`src/rtl/hfs_pkg.sv`:
```
package hfs_pkg;
  typedef struct packed {
    logic ov1;
    logic uv4;
    logic uv3;
    logic ss24_dis;
    logic ss24_chg;
    logic ss13_chg;
    logic oc2;
    logic oc1;
  } cmp_t;

  localparam int CMP_W = $bits(cmp_t);
endpackage

```
`src/rtl/hfs_rst_sync.sv`:
```
module hfs_rst_sync #(
  parameter int STAGES = 2
) (
  input  logic clk,
  input  logic arst_n,
  output logic rst_n_o
);
  logic [STAGES-1:0] sh_q;

  always_ff @(posedge clk or negedge arst_n) begin
    if (!arst_n) sh_q <= '0;
    else         sh_q <= {sh_q[STAGES-2:0], 1'b1};
  end

  assign rst_n_o = sh_q[STAGES-1];
endmodule

```
`src/rtl/hfs_sync_bank.sv`:
```
module hfs_sync_bank #(
  parameter int WIDTH  = 8,
  parameter int STAGES = 2
) (
  input  logic             clk,
  input  logic             rst_n,
  input  logic [WIDTH-1:0] d,
  output logic [WIDTH-1:0] q
);
  for (genvar g = 0; g < STAGES; g++) begin : g_stg
    logic [WIDTH-1:0] r;
    logic [WIDTH-1:0] r_in;
    if (g == 0) begin : g_first
      assign r_in = d;
    end else begin : g_next
      assign r_in = g_stg[g-1].r;
    end
    always_ff @(posedge clk or negedge rst_n) begin
      if (!rst_n) r <= '0;
      else        r <= r_in;
    end
  end

  assign q = g_stg[STAGES-1].r;
endmodule

```
`src/rtl/hfs_retry_core.sv`:
```
module hfs_retry_core
  import hfs_pkg::*;
#(
  parameter int RETRY_LIMIT = 3,
  parameter int CNT_W       = 2
) (
  input  logic             clk,
  input  logic             rst_n,
  input  cmp_t             s,
  output logic             oc_q,
  output logic             pend_q,
  output logic             fault_q,
  output logic [CNT_W-1:0] cnt_q,
  output logic             low_q
);
  localparam logic [CNT_W-1:0] LIM      = CNT_W'(RETRY_LIMIT);
  localparam logic [CNT_W-1:0] LIM_M1   = CNT_W'(RETRY_LIMIT - 1);

  logic             trig, cnt_evt, cnt_en;
  logic             oc_d, pend_d, fault_d, low_d;
  logic [CNT_W-1:0] cnt_d;

  always_comb begin
    trig    = ~oc_q & ~fault_q & (s.oc1 | s.oc2 | (s.uv3 & s.ss13_chg));
    cnt_evt = ~fault_q & s.ss24_chg & (trig | pend_q);
    cnt_en  = cnt_evt & (cnt_q != LIM);
    oc_d    = oc_q;
    pend_d  = pend_q;
    fault_d = fault_q;
    cnt_d   = cnt_q;
    if (trig) begin
      oc_d   = 1'b1;
      pend_d = ~s.ss24_chg;
    end else if (pend_q & s.ss24_chg) begin
      pend_d = 1'b0;
    end else if (oc_q & ~pend_q & ~fault_q & s.ss24_dis) begin
      oc_d = 1'b0;
    end
    if (cnt_en) cnt_d = cnt_q + 1'b1;
    if (cnt_evt && cnt_q == LIM_M1) fault_d = 1'b1;
    if ((s.uv4 & s.ss24_chg) | s.ov1) fault_d = 1'b1;
    low_d = s.ov1;
  end

  always_ff @(posedge clk or negedge rst_n) begin
    if (!rst_n) begin
      oc_q    <= 1'b0;
      pend_q  <= 1'b0;
      fault_q <= 1'b0;
      low_q   <= 1'b0;
    end else begin
      oc_q    <= oc_d;
      pend_q  <= pend_d;
      fault_q <= fault_d;
      low_q   <= low_d;
    end
  end

  always_ff @(posedge clk or negedge rst_n) begin
    if (!rst_n)      cnt_q <= '0;
    else if (cnt_en) cnt_q <= cnt_d;
  end
endmodule

```
`src/rtl/hiccup_fault_sup.sv`:
```
module hiccup_fault_sup
  import hfs_pkg::*;
#(
  parameter  int SYNC_STAGES = 2,
  parameter  int RETRY_LIMIT = 3,
  localparam int CNT_W       = $clog2(RETRY_LIMIT + 1)
) (
  input  logic             clk,
  input  logic             por_n,
  input  logic             oc_sw1,
  input  logic             oc_sw2,
  input  logic             ss13_chg,
  input  logic             ss24_chg,
  input  logic             ss24_dis,
  input  logic             uv_lin3,
  input  logic             uv_lin4,
  input  logic             ov_out1,
  output logic             inhibit_out,
  output logic             ss13_fast_dis,
  output logic             ss24_slow_dis,
  output logic             oc_latch,
  output logic             fault_latch,
  output logic [CNT_W-1:0] retry_cnt,
  output logic             low_sw_on
);
  logic rst_i_n;
  cmp_t raw, syn;
  logic oc_q, pend_q, fault_q, low_q;

  assign raw.ov1      = ov_out1;
  assign raw.uv4      = uv_lin4;
  assign raw.uv3      = uv_lin3;
  assign raw.ss24_dis = ss24_dis;
  assign raw.ss24_chg = ss24_chg;
  assign raw.ss13_chg = ss13_chg;
  assign raw.oc2      = oc_sw2;
  assign raw.oc1      = oc_sw1;

  hfs_rst_sync #(.STAGES(2)) i_rst (
    .clk(clk), .arst_n(por_n), .rst_n_o(rst_i_n)
  );

  hfs_sync_bank #(.WIDTH(CMP_W), .STAGES(SYNC_STAGES)) i_sync (
    .clk(clk), .rst_n(rst_i_n), .d(raw), .q(syn)
  );

  hfs_retry_core #(.RETRY_LIMIT(RETRY_LIMIT), .CNT_W(CNT_W)) i_core (
    .clk(clk), .rst_n(rst_i_n), .s(syn),
    .oc_q(oc_q), .pend_q(pend_q), .fault_q(fault_q),
    .cnt_q(retry_cnt), .low_q(low_q)
  );

  assign inhibit_out   = oc_q | fault_q;
  assign ss13_fast_dis = oc_q | fault_q;
  assign ss24_slow_dis = (oc_q & ~pend_q) | fault_q;
  assign oc_latch      = oc_q;
  assign fault_latch   = fault_q;
  assign low_sw_on     = low_q;
endmodule

```
`config.mk`:
```
export PLATFORM = sky130hd
export DESIGN_NAME = hiccup_fault_sup
export DESIGN_NICKNAME = d
export VERILOG_FILES = /design/src/rtl/hfs_pkg.sv /design/src/rtl/hfs_rst_sync.sv /design/src/rtl/hfs_sync_bank.sv /design/src/rtl/hfs_retry_core.sv /design/src/rtl/hiccup_fault_sup.sv
export SDC_FILE = /design/constraint.sdc
export NUM_CORES = 1
export LEC_CHECK = 0
export BUFFER_PORTS_ARGS = -buffer_cell sky130_fd_sc_hd__clkbuf_2
export CAP_MARGIN = 15
export CORE_MARGIN = 4
export CORE_UTILIZATION = 35
export DETAILED_ROUTE_END_ITERATION = 10
export SETUP_SLACK_MARGIN = 0.2
export SLEW_MARGIN = 0
export SYNTH_ARGS = -nofsm -noshare
export SYNTH_HDL_FRONTEND = slang
export SYNTH_SLANG_ARGS = --single-unit
```
`constraint.sdc`:
```
create_clock -name clk -period 1.1 [get_ports clk]
set_clock_uncertainty 0.2 [all_clocks]
set_input_delay 0.055 -clock clk [delete_from_list [all_inputs] [get_ports clk]]
set_output_delay 0.055 -clock clk [all_outputs]
set_load 0.03 [all_outputs]
```
-- Word-level counts from Yosys, hierarchy flattened
Cells that the tools add are included.
- input bits: 10
- output and inout bits: 8
- flip-flop bits (word level): 24
- word-level logic and storage cells: 45
- bitwise operators: 21
- mux-type cells: 7
- eq/ne operators: 3
- add/subtract/negate cells: 1
- reduce and logical (&&, ||, !) cells: 5
- operator list (operator ; count):
    $and A1 B1 Y1 ; 11
    $mux W1 ; 7
    $or A1 B1 Y1 ; 6
    $reduce_bool A2 Y1 ; 3
    $not A1 Y1 ; 4
    $add A2 B1 Y2 const B ; 1
    $eq A2 B2 Y1 const B ; 1
    $ne A2 B1 Y1 const B ; 1
    $ne A2 B2 Y1 const B ; 1
    $reduce_and A2 Y1 ; 1
    $logic_and A1 B1 Y1 ; 1

-- Depth between registers and ports, before layout
- depth in word-level cells: 8
- depth in mapped cells: 4
- depth with buffers taken out: 4

-- Cells and area by module
Synthesis repeated with hierarchy kept, for this count alone.
- cell total of the unflattened synthesis: 48
- area, all modules: 773.2 µm²
- modules (own cells, without submodules) (module ; seq. area each (µm²) ; times used ; cells an instance ; area each (µm²)):
    hfs_sync_bank ; 400.4 ; 1 ; 16 ; 400.4
    hfs_retry_core ; 150.1 ; 1 ; 25 ; 294.0
    hfs_rst_sync ; 50.0 ; 1 ; 3 ; 53.8
    hiccup_fault_sup ; 0.0 ; 1 ; 4 ; 25.0

-- Least setup slack after synthesis
Ideal clock, no wire load.
- path type: register -> register
- start: register i_core.cnt_q[0]
- end: register i_core.cnt_q[1]
- clock period less this slack: 1.650 ns
- cell stages (with the launch flop): 5
- data required time: 0.821 ns
- buffers on the path: 0
- library setup time: 0.079 ns
- setup slack: -0.550 ns
- arrival time: 1.370 ns
- cells stage by stage: dfrtp_1 > ha_1 > and4bb_2 > a41oi_2 > mux2i_1
- longest elaborated chain between the ends: 2
- elaborated cells on any way between the ends: 3
- those cells by class: add/sub (1); eq/ne (1); bitwise (1)
- ends and longest elaborated chain (item ; line ; RTL):
    start, declared ; hfs_retry_core.sv:13 ; output logic [CNT_W-1:0] cnt_q,
    start signal, assigned ; hfs_retry_core.sv:61 ; else if (cnt_en) cnt_q <= cnt_d;
    $ne A2 B2 Y1 ; hfs_retry_core.sv:26 ; cnt_en = cnt_evt & (cnt_q != LIM);
    $and A1 B1 Y1 ; hfs_retry_core.sv:26 ;
Parallel ways exist; a longest one is shown, timed or not.
A chain may end at the register's enable or synchronous reset.

-- Final worst setup path
- start: register i_sync.g_stg[1].r[2], in the netlist i_sync.q[2]
- end: register i_core.cnt_q[1]
- longest elaborated chain between the ends: 6
- ends and longest elaborated chain (item ; line ; RTL):
    start, declared ; hfs_sync_bank.sv:11 ; logic [WIDTH-1:0] r;
    start signal, assigned ; hfs_sync_bank.sv:20 ; else r <= r_in;
    $and A1 B1 Y1 ; hfs_retry_core.sv:24 ; trig = ~oc_q & ~fault_q & (s.oc1 | s.oc2 | (s.uv3 & s.ss13_chg));
    $or A1 B1 Y1 ; hfs_retry_core.sv:24 ;
    $and A1 B1 Y1 ; hfs_retry_core.sv:24 ;
    $or A1 B1 Y1 ; hfs_retry_core.sv:25 ; cnt_evt = ~fault_q & s.ss24_chg & (trig | pend_q);
    $and A1 B1 Y1 ; hfs_retry_core.sv:25 ;
    $and A1 B1 Y1 ; hfs_retry_core.sv:26 ;
Every way passes these cells.

==> impl_metrics.env <==
export IMPL_outcome="finished with violations"
export IMPL_violations="negative hold slack, negative setup slack"
export IMPL_antenna_found_initial=0
export IMPL_synthSimpleGateAreaFrac=0.0408
export IMPL_finalSetupViolCount=13
export IMPL_num_antenna_cells=0
export IMPL_cap_violations=0
export IMPL_clock_latency_ns=0.30
export IMPL_dpl_cell_count=100
export IMPL_synth_top_area_cell="dfrtp_1"
export IMPL_dr_max_layer_used="met4"
export IMPL_route_met3_wl_um=78
export IMPL_routed_wl_um=1560
export IMPL_num_vias=498
export IMPL_worstSetupPathType="reg -> reg"
export IMPL_cts_sinks=24
export IMPL_grt_pass1_wl_um=2570
export IMPL_num_nets_final=105
export IMPL_synth_most_common_cell="dfrtp_1"
export IMPL_first_pass_iters=3
export IMPL_hold_ws_ns=-0.141
export IMPL_track_usage=0.130
export IMPL_wl_met2_um=932
export IMPL_ys_flop_type="dfrtp_1"
export IMPL_met1Wirelength_um=521
export IMPL_synth_seq_cells=24
export IMPL_hp_class="in -> async"
export IMPL_drt_initial_drc_count=1
export IMPL_critPathBufInv=0
export IMPL_grt_pass1_vias=560
export IMPL_netlist_area_um2=766
export IMPL_seqCellArea_um2=607
export IMPL_die_w_um=54.8
export IMPL_reg2reg_slack_ns=-0.41
export IMPL_cp_data_arrival_time_ns=1.53
export IMPL_start_util=0.379
export IMPL_antenna_left=0
export IMPL_synthArstFlopShare=1.00
export IMPL_synthMuxAreaShare=0.0131
export IMPL_period_share=1.38
export IMPL_crit_chain="a211o_1 > a41oi_4 > mux2i_1"
export IMPL_syn_avg_cell_area_um2=16.0
export IMPL_cts_tree="done"
export IMPL_vias_per_cell=4.18
export IMPL_period_minus_slack_ns=1.51
export IMPL_synth_adder_area_share=0.0327
export IMPL_syn_to_final_growth_pct=72.2
export IMPL_slew_violations=0
export IMPL_crit_slowest_cell="dfrtp_1"
export IMPL_vdd_drop_max_uv=1250
export IMPL_drive_gt1_frac=0.565
export IMPL_fmax_ghz=0.661
export IMPL_cts_path_max_buffers=2
export IMPL_endpoint_kind="flip-flop"
export IMPL_power_density_nw_per_um2=1350
export IMPL_crit_cells=3
export IMPL_critPathLaunchType="flip-flop"
export IMPL_clockRootBuffer="clkbuf_4"
export IMPL_r2r_end="i_core.cnt_q[1]"
export IMPL_synth_top_family_by_area="compound AO/OA/AOI/OAI gates"
export IMPL_synthXorXnorAreaFrac=0.0114
export IMPL_grt_overflow_total=0
export IMPL_rr_startpoint="i_sync.q[2]"
export IMPL_nFillCells=142
export IMPL_die_area_um2=3000
export IMPL_ys_types=17
export IMPL_post_place_ws_ns=-0.384
export IMPL_syn_nets=60
export IMPL_power_mw=1.78
export IMPL_ys_seq_area_frac=0.784
export IMPL_hold_violations=5
export IMPL_instances_no_fill=119
export IMPL_postSynthCellCount=48
export IMPL_synth_compound_area_frac=0.0784
export IMPL_post_drt_wl_per_cell_um=13.1
export IMPL_yosys_top_cells_area="dfrtp_1, ha_1, inv_1"
export IMPL_cts_clk_slew_worst_paths_ns=0.13
export IMPL_synth_top_cell_area_share=0.784
export IMPL_rows=16
export IMPL_gp_congestion=0.713
export IMPL_setup_ws_ns=-0.413
export IMPL_multi_input_area_um2=206
export IMPL_synth_edff_count=0
export IMPL_cts_buffers=3
export IMPL_rsz0062_at_grt="yes"
export IMPL_dp_hpwl_um=892
export IMPL_cts_hold_buf=9
export IMPL_cp_data_required_time_ns=1.12
export IMPL_drt_drc_violations_left=0
export IMPL_synthTopCellsByCount="dfrtp_1, inv_1, nor2_1, ha_1, nand2_1"
export IMPL_p_leak_nw=0.602
export IMPL_grt_max_degree=20
export IMPL_max_stage_delay_ns=0.38
export IMPL_dieHeight_um=54.8
export IMPL_io_pins=18
export IMPL_yosysWarnings=0
export IMPL_path_max_fanout=2
export IMPL_rr_worst_depth=3
export IMPL_core_um2=2020
export IMPL_port_buffers=17
export IMPL_htree_levels=1
export IMPL_cp_top_family="compound AO/OA/AOI/OAI gates"
## layer usage
layer | up-vias | GRT usage
met5 | - | 0
met4 | 0 | 0.0373
met3 | 4 | 0.0409
met2 | 12 | 0.264
met1 | 241 | 0.119
li1 | 241 | -
## final cells by class
cell class,instances,area share
Multi-Input combinational cell,18,0.157
Clock inverter,1,0.0228
Inverter,5,0.0161
Timing Repair Buffer,41,0.302
Clock buffer,3,0.0171
Tap cell,27,0.0256
Sequential cell,24,0.460
## worst max-delay path by stage
stage / start / to / slack (ns)
3_3_place_gp: i_sync.q[2] / i_core.cnt_q[1] / -0.30
4_1_cts: i_core.fault_q / inhibit_out / -0.42
5_1_grt: i_core.fault_q / inhibit_out / -0.47
3_5_place_dp: i_core.cnt_q[1] / i_core.cnt_q[1] / -0.38
2_1_floorplan: i_core.cnt_q[1] / i_core.cnt_q[1] / -0.42
6_report: i_sync.q[2] / i_core.cnt_q[1] / -0.41
## placed cells by master (no fill, tap or decap), drive strengths merged
| master | netlist | routed |
|---|---|---|
| a211oi | 1 | 1 |
| a21o | 1 | 1 |
| clkbuf | 0 | 13 |
| ha | 2 | 2 |
| nand2 | 2 | 2 |
| xnor2 | 1 | 1 |
| buf | 1 | 22 |
| a21oi | 1 | 1 |
| nor2 | 3 | 3 |
| a211o | 1 | 1 |
| dfrtp | 24 | 24 |
| o21ai | 1 | 1 |
| dlygate4sd3 | 0 | 9 |
| a41oi | 1 | 1 |
| mux2i | 1 | 1 |
| and4bb | 1 | 1 |
| a22o | 1 | 1 |
| bufinv | 0 | 1 |
| conb | 1 | 1 |
| inv | 5 | 5 |
## registers in the layout, indices dropped and copies added (netlist names)
register,count
i_sync.g_stg.r,8
i_sync.q,8
i_core.cnt_q,2
i_rst.sh_q,2
i_core.fault_q,1
i_core.low_q,1
i_core.oc_q,1
i_core.pend_q,1
## through the flow
stage / util / TNS, ns / cell area [µm²]
floorplan: - / -1.12 / 810
global placement: 0.493 / -1.59 / 997
detailed placement: 0.493 / -1.80 / 997
CTS: 0.624 / -3.67 / 1260
global route: 0.652 / -4.41 / 1320
finish: 0.652 / -3.70 / 1320
## kinds of logic after synthesis
family                     Yosys count
other                                1
adders and majority gates            2
xor gates and xnor gates             1
DFF                                 24
AOI/OAI and AO/OA                    7
buffers and inverters                6
and+or+nand+nor                      6
muxes                                1
## what timing repair did
| item | in CTS | in global routing |
|---|---|---|
| setup buffers | 4 | 2 |
| resized for setup | 22 | 12 |
| setup endpoints to repair | 13 | 13 |
| hold endpoints to repair | 13 | 5 |
| pin swaps | 1 | 2 |
## worst reg2reg max path: cells and delay by family, from the launching register on
kind / cells / cell delay (ns)
flops: 1 / 0.38
mux: 1 / 0.22
compound gates: 2 / 0.63
## power breakdown
| group | switching (mW) | leakage (nW) | internal [mW] | total, mW |
|---|---|---|---|---|
| combinational | 0.0896 | 0.298 | 0.118 | 0.207 |
| sequential | 0.0298 | 0.276 | 0.931 | 0.961 |
| clock | 0.240 | 0.0279 | 0.368 | 0.608 |
| total | 0.359 | 0.602 | 1.42 | 1.78 |
(Power assumes the default switching activity.)
